**src/rtl/dm_pkg.sv**
```systemverilog
package dm_pkg;

  typedef enum logic [1:0] {
    SEL_ID   = 2'd0,
    SEL_LDR  = 2'd1,
    SEL_FMT  = 2'd2,
    SEL_MODE = 2'd3
  } dmSel_e;

  typedef enum logic [1:0] {
    SH_NONE   = 2'd0,
    SH_SELF   = 2'd1,
    SH_ALL    = 2'd2,
    SH_OTHERS = 2'd3
  } dmShort_e;

  localparam logic [3:0] MODEL_FLAT    = 4'hF;
  localparam logic [3:0] MODEL_CLUSTER = 4'h0;

  // strobes from control to datapath
  typedef struct packed {
    logic ldId;
    logic ldLdr;
    logic ldFmt;
    logic seedLdr;
  } dmStrobe_t;

endpackage

```
**src/rtl/dm_ctrl.sv**
```systemverilog
module dm_ctrl
  import dm_pkg::*;
(
  input  logic       clk,
  input  logic       rstN,
  input  logic       wrEn,
  input  logic [1:0] wrSel,
  input  logic       wrBit0,
  output dmStrobe_t  strobe,
  output logic       extMode
);

  dmSel_e sel;
  assign sel = dmSel_e'(wrSel);

  always_comb begin
    strobe         = '0;
    strobe.ldId    = wrEn && (sel == SEL_ID)  && !extMode;
    strobe.ldLdr   = wrEn && (sel == SEL_LDR) && !extMode;
    strobe.ldFmt   = wrEn && (sel == SEL_FMT) && !extMode;
    strobe.seedLdr = wrEn && (sel == SEL_MODE) && wrBit0 && !extMode;
  end

  always_ff @(posedge clk) begin
    if (!rstN)                          extMode <= 1'b0;
    else if (wrEn && (sel == SEL_MODE)) extMode <= wrBit0;
  end

  // no identity strobe while in extended mode
  p_no_load_in_ext_r6: assert property (@(posedge clk) disable iff (!rstN)
    extMode |-> !(strobe.ldId || strobe.ldLdr || strobe.ldFmt || strobe.seedLdr));

endmodule

```
**src/rtl/dm_datapath.sv**
```systemverilog
module dm_datapath
  import dm_pkg::*;
#(
  parameter int REG_W = 32,
  parameter int ID_W  = 8
) (
  input  logic             clk,
  input  logic             rstN,
  input  dmStrobe_t        strobe,
  input  logic             extMode,
  input  logic [REG_W-1:0] wrData,
  input  logic [REG_W-1:0] dest,
  input  logic             destLogical,
  input  logic [1:0]       shorthand,
  input  logic             isSender,
  output logic             match,
  output logic             fmtError
);

  localparam int NIB    = ID_W / 2;
  localparam int LOW_W  = REG_W - 4;
  localparam int SEED_SH = 16;

  logic [ID_W-1:0]  idReg;
  logic [REG_W-1:0] ldrReg;
  logic [REG_W-1:0] fmtReg;

  logic [REG_W-1:0] seedVal;
  logic [ID_W-1:0]  logicalId;
  logic [ID_W-1:0]  destLow;
  logic [3:0]       model;
  logic             physHit, flatHit, clusterHit, extHit, logicalHit;
  dmShort_e         sh;

  assign seedVal = (REG_W'(idReg & ~ID_W'(15)) << SEED_SH)
                 | (REG_W'(1) << idReg[3:0]);

  always_ff @(posedge clk) begin
    if (!rstN) begin
      idReg  <= '0;
      ldrReg <= '0;
      fmtReg <= '1;
    end else begin
      if (strobe.ldId)    idReg  <= wrData[REG_W-1 -: ID_W];
      if (strobe.ldFmt)   fmtReg <= {wrData[REG_W-1 -: 4], {LOW_W{1'b1}}};
      if (strobe.seedLdr) ldrReg <= seedVal;
      else if (strobe.ldLdr) ldrReg <= wrData;
    end
  end

  assign sh        = dmShort_e'(shorthand);
  assign logicalId = ldrReg[REG_W-1 -: ID_W];
  assign destLow   = dest[ID_W-1:0];
  assign model     = fmtReg[REG_W-1 -: 4];

  assign physHit    = (dest == REG_W'(8'hFF)) || (dest == REG_W'(idReg));
  assign flatHit    = |(logicalId & destLow);
  assign clusterHit = (logicalId[ID_W-1:NIB] == destLow[ID_W-1:NIB])
                   && |(logicalId[NIB-1:0] & destLow[NIB-1:0]);
  assign extHit     = |(ldrReg & dest);
  assign fmtError   = !extMode && (model != MODEL_FLAT) && (model != MODEL_CLUSTER);

  always_comb begin
    if (extMode)                      logicalHit = extHit;
    else if (model == MODEL_FLAT)     logicalHit = flatHit;
    else if (model == MODEL_CLUSTER)  logicalHit = clusterHit;
    else                              logicalHit = 1'b0;
  end

  always_comb begin
    unique case (sh)
      SH_NONE:   match = destLogical ? logicalHit : physHit;
      SH_SELF:   match = isSender;
      SH_ALL:    match = 1'b1;
      SH_OTHERS: match = !isSender;
    endcase
  end

  // identity held while extended mode is on
  p_hold_in_ext_r6: assert property (@(posedge clk) disable iff (!rstN)
    extMode |=> ($stable(idReg) && $stable(ldrReg) && $stable(fmtReg)));
  // low format bits stay ones
  p_fmt_low_ones_r7: assert property (@(posedge clk) disable iff (!rstN)
    fmtReg[LOW_W-1:0] == {LOW_W{1'b1}});
  // entry seeds the logical register
  p_seed_r8: assert property (@(posedge clk) disable iff (!rstN)
    $rose(extMode) |-> (ldrReg[3:0] == 4'd0 ? 1'b1 : 1'b1) && $onehot0(ldrReg[15:0]));
  // undefined model never matches logically
  p_fmt_err_r9: assert property (@(posedge clk) disable iff (!rstN)
    (fmtError && sh == SH_NONE && destLogical) |-> !match);

endmodule

```
**src/rtl/irq_dest_match.sv**
```systemverilog
module irq_dest_match
  import dm_pkg::*;
#(
  parameter int REG_W = 32,
  parameter int ID_W  = 8
) (
  input  logic             clk,
  input  logic             rstN,
  input  logic             wrEn,
  input  logic [1:0]       wrSel,
  input  logic [REG_W-1:0] wrData,
  input  logic [REG_W-1:0] dest,
  input  logic             destLogical,
  input  logic [1:0]       shorthand,
  input  logic             isSender,
  output logic             match,
  output logic             fmtError
);

  dmStrobe_t strobe;
  logic      extMode;

  dm_ctrl i_ctrl (
    .clk     (clk),
    .rstN    (rstN),
    .wrEn    (wrEn),
    .wrSel   (wrSel),
    .wrBit0  (wrData[0]),
    .strobe  (strobe),
    .extMode (extMode)
  );

  dm_datapath #(.REG_W(REG_W), .ID_W(ID_W)) i_dp (
    .clk         (clk),
    .rstN        (rstN),
    .strobe      (strobe),
    .extMode     (extMode),
    .wrData      (wrData),
    .dest        (dest),
    .destLogical (destLogical),
    .shorthand   (shorthand),
    .isSender    (isSender),
    .match       (match),
    .fmtError    (fmtError)
  );

  // shorthand outcomes at the port
  p_self_r1: assert property (@(posedge clk) disable iff (!rstN)
    (shorthand == 2'd1) |-> (match == isSender));
  p_all_r1: assert property (@(posedge clk) disable iff (!rstN)
    (shorthand == 2'd2) |-> match);
  p_others_r1: assert property (@(posedge clk) disable iff (!rstN)
    (shorthand == 2'd3) |-> (match == !isSender));
  // broadcast always hits in physical mode
  p_bcast_r2: assert property (@(posedge clk) disable iff (!rstN)
    (shorthand == 2'd0 && !destLogical && dest == REG_W'(8'hFF)) |-> match);

endmodule

```
**config.mk**
```make
export PLATFORM = sky130hd
export DESIGN_NAME = irq_dest_match
export DESIGN_NICKNAME = d
export VERILOG_FILES = /design/src/rtl/dm_pkg.sv /design/src/rtl/dm_ctrl.sv /design/src/rtl/dm_datapath.sv /design/src/rtl/irq_dest_match.sv
export SDC_FILE = /design/constraint.sdc
export NUM_CORES = 1
export LEC_CHECK = 0
export BUFFER_PORTS_ARGS = -buffer_cell sky130_fd_sc_hd__buf_2
export CELL_PAD_IN_SITES_DETAIL_PLACEMENT = 1
export CELL_PAD_IN_SITES_GLOBAL_PLACEMENT = 2
export CORE_MARGIN = 10
export CORE_UTILIZATION = 30
export DETAILED_ROUTE_END_ITERATION = 7
export PLACE_DENSITY = 0.89
export SLEW_MARGIN = 20
export SYNTH_ARGS = -nofsm -noshare
export SYNTH_HDL_FRONTEND = slang
export SYNTH_SLANG_ARGS = --single-unit
```
**constraint.sdc**
```tcl
create_clock -name clk -period 2.4 [get_ports clk]
set_input_delay 0.12 -clock clk [delete_from_list [all_inputs] [get_ports clk]]
set_output_delay 0.12 -clock clk [all_outputs]
set_load 0.005 [all_outputs]
```
==> results of run 1 <==
==> registers in the layout (all words and copies together), names as in the netlist <==
signal and cells:
i_dp.ldrReg 32, i_dp.idReg 8, i_dp.fmtReg 4, i_ctrl.extMode 1
==> power groups by stage <==
stage,registers [mW],clock network [mW],logic (mW)
floorplan,0.814,0,0.159
global placement,0.830,0,0.275
detailed placement,0.831,0,0.281
CTS,0.814,0.566,0.282
global route,0.819,0.602,0.319
finish,0.814,0.564,0.281
==> layout by cell type, fill, tap and decap left out, types with 11 or more instances in the layout <==
master	instances
nor3_1	12
o21ai_0	13
nor2_1	25
dfxtp_1	45
buf_2	74
a21boi_0	14
a22oi_1	16
o22ai_1	11
nand2_1	41
nand3_1	11
nor2b_1	17
==> tightest hold or removal path, cell delays in order <==
cell     delay (ns)
buf_2          0.07
o22ai_1        0.05
nor2_1         0.07
==> metal layers <==
metal  vias to the layer above  routed length (µm)
met5                         -                   0
met4                         0                 110
met3                        11                 732
met2                        72                4020
met1                      1216                4000
li1                       1226                   -
==> cells in the mapped netlist (all sizes together) <==
cell type,n
o41ai,2
nor2,25
or2,1
a221oi,5
ha,4
xnor2,8
or4,1
a211oi,2
inv,2
nor3,12
a22oi,16
a311oi,1
a21oi,7
a22o,5
nand4,9
nand2b,6
or3,1
a21boi,14
o31a,1
nor2b,17
o21ai,13
and2b,1
nand2,41
and3,2
a222oi,2
o221ai,4
buf,11
o22ai,11
clkbuf,8
nor4,9
dfxtp,45
nand3,12
==> worst min path at each step <==
stage,slack (ns),endpoint,startpoint,depth (start not counted)
detailed placement,0.36,i_dp.ldrReg[7],wrData[7],3
global placement,0.35,i_dp.ldrReg[3],wrData[3],3
finish,0.05,i_dp.ldrReg[7],wrData[7],3
floorplan,0.26,i_dp.ldrReg[10],wrData[10],2
CTS,0.05,i_dp.ldrReg[7],wrData[7],3
global route,0.07,i_dp.ldrReg[4],wrData[4],3
==> area by class of cell <==
type                    count  area, µm²
clock buffers               5      68.82
clock inverters             2      35.03
multi-input cells         232       1386
fillers                   972       4801
well taps                 102      127.6
inverters                   2      7.507
flip-flops and latches     45      900.9
repair buffers             78      400.4
==> through the flow <==
stage	area [µm²]	cells	power [mW]	utilization (%)
after global placement	2823	459	1.106	36.53
after floorplan	2381	298	0.9738	-
after CTS	2927	466	1.662	37.87
final	2927	466	1.658	37.87
after detailed placement	2823	459	1.112	36.53
after global routing	2927	466	1.740	37.87
==> cell families (layout without fill, tap and decap cells) <==
logic type / after synthesis / in the layout
and+or+nand+nor: 137 / 137
AOI/OAI and AO/OA: 83 / 83
DFF: 45 / 45
buffers and inverters: 21 / 87
xor gates and xnor gates: 8 / 8
adders and majority gates: 4 / 4
==> results.toml, run 1 <==
[clock_tree]
tritoncts = "yes"
clk_latency_ns = 0.30
path_clk_slew_ns = 0.09
cts_resized = 0
clkSinkCount = 45
cts_max_level = 2
numCtsBuffers = 5
cts-root-buf = "clkbuf_8"
postCtsHoldBufs = 0
clk_path_buf_depth = 2
post_cts_buffers = 0

[setup_path]
cp-end-kind = "primary output"
crit_start = "i_dp.ldrReg[12]"
reg2reg_depth = 5
start_kind = "register"
endpoint = "match"
worstPathRequired_ns = 2.28
reg2reg_from = "i_ctrl.extMode"
worst-path-buf-inv = 1
cp_top_family = "compound AO/OA/AOI/OAI gates"
crit_cells = 7
cp_max_fo = 2
slowest_stage = "dfxtp_1"
reg2reg_slack_ns = 0.54
crit_arrival_ns = 1.96
r2r-end = "i_dp.ldrReg[9]"
crit_chain = "a22o_1 > a221oi_1 > nand4_1 > nor3_1 > o41ai_1 > o31a_1 > buf_2"
max_stage_delay_ns = 0.32
critical_path_class = "reg2out"

[pwr]
internal-power_mw = 1.213
peakVddDrop_mv = 0.2120
p_leak_nw = 1.127
p_switching_uw = 445.5
clkPwrFrac_pct = 34.0
p_seq_share_pct = 49.1
power_density_mw_per_mm2 = 566.7
pwr-share-comb_pct = 16.9
switching_share_pct = 26.86

[grt]
grt_pass1_vias = 2670
met2_usage_pct = 23.44
grt_pass1_wl_um = 14150
grt_util_met1_pct = 19.45
grt-ovfl-total = 0
grt_use_total_pct = 15.02
met3_usage_pct = 4.602
grt_busiest_layer = "met2"
grt_max_degree = 46
antenna_found_initial = 0

[timing]
min_period_ns = 2.076
max_freq_mhz = 481.7
worstMarginPinSlew_ns = 0.9642
rsz0062_at_grt = "no"
finalMaxSlewViolations = 0
relSlewSlack_pct = 35.48
setup_slack_ns = 0.3240
hold_ws_ns = 0.04743
fin_skew_ns = 0.007278
hold_viol_final = 0
fin_crit_sh_pct = 86.50
tns_ns = 0
setup_viol = 0

[cells_and_area]
synthToLayoutAreaGrowth_pct = 22.91
layout-drive-gt1-share_pct = 24.45
nets = 441
antennaDiodeCount = 0

[routing]
drtIter0Drc = 163
num_vias = 2525
routed_via_density = 5.418
antenna_left = 0
wl_um = 8863
routedWlPerCell_um = 19.02
firstDrtPassIters = 4
route.detailed.drc = 0

[place]
io_buffers = 74
finalWeightedCongestion = 0.8557
hpwl_um = 7125
dp_slack_ns = 0.5589

[floorplanning]
dieWidth_um = 109.1
initial_utilization_pct = 30.81
io_pins = 75
die-height_um = 109.1
die-area_mm2 = 0.01190
fp.coreArea_mm2 = 0.007727
rows = 32

[synthesis]
synth_fa_ha_area_share_pct = 2.102
synth_fp_nets = 375
avgSynthCellArea_um2 = 7.990
yosysTopAreaCellShare_pct = 37.83
synth_area_mm2 = 0.002381
synth_top_family_by_area = "simple AND/OR/NAND/NOR gates"
netlist_instances = 298
synth-seq-cells = 45
synth_area_leaders = "dfxtp_1, nand2_1, a22oi_1, nor2b_1, a21boi_0"
synthSimpleGateAreaFrac_pct = 28.53
synth-compound-area-share_pct = 24.65
synth_mux_area_share_pct = 0
synth_cell_types = 36
synth_warnings = 0
synth_top_area_cell = "dfxtp_1"
yosysSeqAreaShare_pct = 37.83
synth_xor_xnor_area_share_pct = 2.943

[hold_path]
hold_path.class = "in2reg"

[status]
status = "finished clean"

[run]
maxCapViolCount = 0
Note: power is estimated with default switching activity, not from simulation.
==> run 2, diff against run 1 <==
- RECOVER_POWER: default -> 50
==> run 2 against run 1 <==
Effect of this change:
- fmax is essentially flat
- core utilization shrank 0.097 points
- critical endpoint unchanged
- cell area shrank 0.26%
- worst hold slack gained 0.0010 ns
- largest cell class unchanged
- power is essentially flat
- global-route usage is the same
- die area is the same
==> results.toml, run 2 (synthesis gave the netlist of run 1 again) <==
[clock_tree]
path_clk_slew_ns = 0.08
clk_path_buf_depth = 2
numCtsBuffers = 5
clk_latency_ns = 0.30
tritoncts = "yes"
cts_max_level = 2
clkSinkCount = 45
postCtsHoldBufs = 0
post_cts_buffers = 0
cts_resized = 0
cts-root-buf = "clkbuf_8"

[setup_path]
cp_top_family = "compound AO/OA/AOI/OAI gates"
crit_chain = "a22o_1 > a221oi_1 > nand4_1 > nor3_1 > o41ai_1 > o31a_1 > buf_2"
critical_path_class = "reg2out"
reg2reg_depth = 5
max_stage_delay_ns = 0.32
crit_cells = 7
worstPathRequired_ns = 2.28
cp-end-kind = "primary output"
crit_arrival_ns = 1.96
start_kind = "register"
worst-path-buf-inv = 1
slowest_stage = "dfxtp_1"
cp_max_fo = 2

[place]
dp_slack_ns = 0.5589
io_buffers = 74
finalWeightedCongestion = 0.8557
hpwl_um = 7125
placed_cell_area_mm2 = 0.002823

[timing]
relSlewSlack_pct = 30.74
fin_skew_ns = 0.006972
min_period_ns = 2.077
rsz0062_at_grt = "no"
fin_crit_sh_pct = 86.53
tns_ns = 0
hold_ws_ns = 0.04847
setup_viol = 0
max_freq_mhz = 481.5
hold_viol_final = 0
setup_slack_ns = 0.3232
worstMarginPinSlew_ns = 1.035
finalMaxSlewViolations = 0

[pwr]
pwr-share-comb_pct = 16.9
p_switching_uw = 444.9
power_density_mw_per_mm2 = 567.7
p_leak_nw = 1.125
switching_share_pct = 26.85
clkPwrFrac_pct = 34.0
internal-power_mw = 1.212
peakVddDrop_mv = 0.2093
p_seq_share_pct = 49.1

[cells_and_area]
antennaDiodeCount = 0
synthToLayoutAreaGrowth_pct = 22.60
mostFrequentLayoutCells = "buf_2, dfxtp_1, nand2_1"
largestRegisters = "i_dp.ldrReg (32), i_dp.idReg (8), i_dp.fmtReg (4)"
final_area_mm2 = 0.002919
nets = 441
layout-drive-gt1-share_pct = 24.18
largest_reg_flops = 32
nFillCells = 973
final_common_cell = "buf_2"
top_register = "i_dp.ldrReg"

[routing]
wl_um = 8908
num_vias = 2543
routedWlPerCell_um = 19.12
route.detailed.drc = 0
drtIter0Drc = 175
firstDrtPassIters = 4
routed_via_density = 5.457
antenna_left = 0

[floorplanning]
dieWidth_um = 109.1
die-height_um = 109.1
die-area_mm2 = 0.01190
io_pins = 75
rows = 32
fp.coreArea_mm2 = 0.007727
initial_utilization_pct = 30.81

[grt]
grt_use_total_pct = 15.02
grt_max_degree = 46
grt-ovfl-total = 0
antenna_found_initial = 0
grt_pass1_vias = 2670
grt_pass1_wl_um = 14150

[hold_path]
hold_path_depth = 3
hold_path.class = "in2reg"

[status]
status = "finished clean"

[run]
maxCapViolCount = 0
-- run 2: cell types whose count changed in the layout (fill, tap and decap cells not counted), sizes merged --
cell | before | now
buf | 78 | 76
clkbuf | 5 | 7
-- run 2: metrics by stage --
stage / instances / utilization, % / total power, mW
finish: 466 / 37.78 / 1.657
global route: 466 / 37.78 / 1.738
CTS: 466 / 37.87 / 1.662
detailed placement: 459 / 36.53 / 1.112
global placement: 459 / 36.53 / 1.106
floorplan: 298 / - / 0.9738
-- run 2: layout make-up --
class / instances / area, µm² / share of cell area (%)
well taps: 102 / 127.6 / 4.372
flip-flops and latches: 45 / 900.9 / 30.86
clock inverters: 2 / 35.03 / 1.200
clock buffers: 5 / 68.82 / 2.357
inverters: 2 / 7.507 / 0.2572
multi-input cells: 232 / 1381 / 47.32
repair buffers: 78 / 397.9 / 13.63
-- run 2: final timing paths --
path	slack (ns)	endpoint	from
hold reg to reg	0.48	i_dp.ldrReg[0]	i_dp.ldrReg[0]
setup / recovery	0.32	match	i_dp.ldrReg[12]
hold / removal	0.05	i_dp.ldrReg[7]	wrData[7]
setup reg to reg	0.55	i_dp.ldrReg[6]	i_ctrl.extMode
-- run 2: routing by layer --
| layer | track usage (%) | up-vias | part of all wire, % |
|---|---|---|---|
| li1 | - | 1227 | - |
| met1 | 19.45 | 1221 | 45 |
| met2 | 23.44 | 81 | 45 |
| met3 | 4.602 | 14 | 8.3 |
| met4 | 4.426 | 0 | 1.5 |
| met5 | 0 | - | 0 |
-- run 2: worst min-delay path, cell delays in order --
cell     delay (ns)
buf_2          0.07
o22ai_1        0.05
nor2_1         0.07
-- run 2: power groups by stage --
stage,sequential [mW],clock [mW],combinational [mW]
2_1_floorplan,0.814,0,0.159
3_5_place_dp,0.831,0,0.281
6_report,0.814,0.563,0.280
4_1_cts,0.814,0.566,0.282
5_1_grt,0.819,0.602,0.317
3_3_place_gp,0.830,0,0.275
==> run 3, diff against run 2 <==
- HOLD_SLACK_MARGIN: default -> 0.06
==> run 3 against run 2 <==
Effect of this change:
- non-clock buffer count grew 5
- fmax shrank 0.31%
- clock power is essentially flat
- sequential power is essentially flat
- sequential share of layout area shrank 0.52 points
- power grew 0.25%
- worst setup slack lost 0.0065 ns
- clock-buffer cell count is the same
- core utilization grew 0.65 points
- sequential cell count is the same
- combinational power grew 2%
- first-iteration DRC count shrank 6.9%
==> results.toml, run 3 (synthesis gave the netlist of run 1 again) <==
[status]
status = "finished clean"

[floorplanning]
die-height_um = 109.1
io_pins = 75
dieWidth_um = 109.1
rows = 32
fp.coreArea_mm2 = 0.007727
initial_utilization_pct = 30.81
die-area_mm2 = 0.01190

[timing]
rsz0062_at_grt = "no"
fin_skew_ns = 0.006711
max_freq_mhz = 480.0
min_period_ns = 2.083
relSlewSlack_pct = 35.17
setup_viol = 0
finalMaxSlewViolations = 0
worstMarginPinSlew_ns = 0.9689
tns_ns = 0
fin_crit_sh_pct = 86.80
hold_viol_final = 0

[cells_and_area]
final_common_cell = "buf_2"
largest_reg_flops = 32
nFillCells = 973
instances_no_fill = 471
largestRegisters = "i_dp.ldrReg (32), i_dp.idReg (8), i_dp.fmtReg (4)"
antennaDiodeCount = 0
synthToLayoutAreaGrowth_pct = 24.70
nets = 446
layout-drive-gt1-share_pct = 23.85
mostFrequentLayoutCells = "buf_2, dfxtp_1, nand2_1"
regArea_um2 = 900.9
top_register = "i_dp.ldrReg"
multiInputGateArea_mm2 = 0.001381
final_area_mm2 = 0.002969

[setup_path]
reg2reg_depth = 5
crit_arrival_ns = 1.96
start_kind = "register"
cp_top_family = "compound AO/OA/AOI/OAI gates"
cp_max_fo = 2
crit_cells = 7
crit_chain = "a22o_1 > a221oi_1 > nand4_1 > nor3_1 > o41ai_1 > o31a_1 > buf_2"
cp-end-kind = "primary output"
critical_path_class = "reg2out"
slowest_stage = "dfxtp_1"
worstPathRequired_ns = 2.28
worst-path-buf-inv = 1
max_stage_delay_ns = 0.32

[routing]
route.detailed.drc = 0
antenna_left = 0
wl_um = 8930
routedWlPerCell_um = 18.96
drtIter0Drc = 163
routed_via_density = 5.382
num_vias = 2535
firstDrtPassIters = 4

[clock_tree]
tritoncts = "yes"
clk_path_buf_depth = 2
clkSinkCount = 45
cts_max_level = 2
path_clk_slew_ns = 0.08
post_cts_buffers = 0
cts_resized = 0
cts-root-buf = "clkbuf_8"
numCtsBuffers = 5
clk_latency_ns = 0.30

[pwr]
power_density_mw_per_mm2 = 559.5
power.total_mw = 1.661
peakVddDrop_mv = 0.2096
p_leak_nw = 1.146

[place]
placed_cells = 459
hpwl_um = 7125
io_buffers = 74
finalWeightedCongestion = 0.8557
placed_cell_area_mm2 = 0.002823

[grt]
antenna_found_initial = 0
grt_max_degree = 46
grt-ovfl-total = 0
grt_pass1_vias = 2690
grt_use_total_pct = 15.21
grt_pass1_wl_um = 14320

[run]
maxCapViolCount = 0

[hold_path]
hold_path.class = "in2reg"
hold_path_depth = 3
==> run 3: cell types whose count changed in the layout (fill, tap and decap cells not counted) <==
cell           previous run  this run
dlygate4sd3_1             0         5
==> run 3: final cells by class <==
cell class / count / area share [%]
Clock buffer: 5 / 2.318
Timing Repair Buffer: 83 / 15.09
Sequential cell: 45 / 30.34
Clock inverter: 2 / 1.180
Tap cell: 102 / 4.298
Multi-Input combinational cell: 232 / 46.52
Inverter: 2 / 0.2528
==> run 3: worst reg2reg max path: cells and delay by family (launching register included) <==
kind	cells	cell delay [ns]
and+or+nand+nor	4	1.21
DFF	1	0.31
AOI/OAI and AO/OA	1	0.23
==> run 3: metal layers <==
layer	wire length (µm)	track usage [%]	vias to the layer above
met5	0	0	-
met4	124	4.708	0
met3	760	4.661	13
met2	4008	23.65	69
met1	4036	19.66	1218
li1	-	-	1235
==> run 3: per-stage QoR <==
step / setup slack (ns) / hold slack, ns / util [%]
2_1_floorplan: 0.9344 / 0.2630 / -
3_3_place_gp: 0.5837 / 0.3538 / 36.53
3_5_place_dp: 0.5589 / 0.3594 / 36.53
4_1_cts: 0.2797 / 0.06290 / 38.52
5_1_grt: 0.1505 / 0.06835 / 38.42
6_report: 0.3168 / 0.06298 / 38.42
==> run 3: power by group <==
part	leakage [nW]	total (mW)	switching (mW)	internal, mW
logic	0.725	0.285	0.153	0.133
clock network	0.0540	0.562	0.259	0.303
registers	0.367	0.814	0.0319	0.782
total	1.15	1.66	0.444	1.22
==> run 3: repair_timing <==
action	in CTS	in global routing
endpoints found under the hold margin	5	0
endpoints found under the setup margin	0	0
hold buffers	5	0
==> run 3: final timing paths <==
kind                        start         endpoint  slack, ns
setup reg to reg   i_ctrl.extMode   i_dp.ldrReg[6]       0.56
setup / recovery  i_dp.ldrReg[12]            match       0.32
hold reg to reg    i_dp.ldrReg[0]   i_dp.ldrReg[0]       0.48
hold / removal         wrData[13]  i_dp.ldrReg[13]       0.06
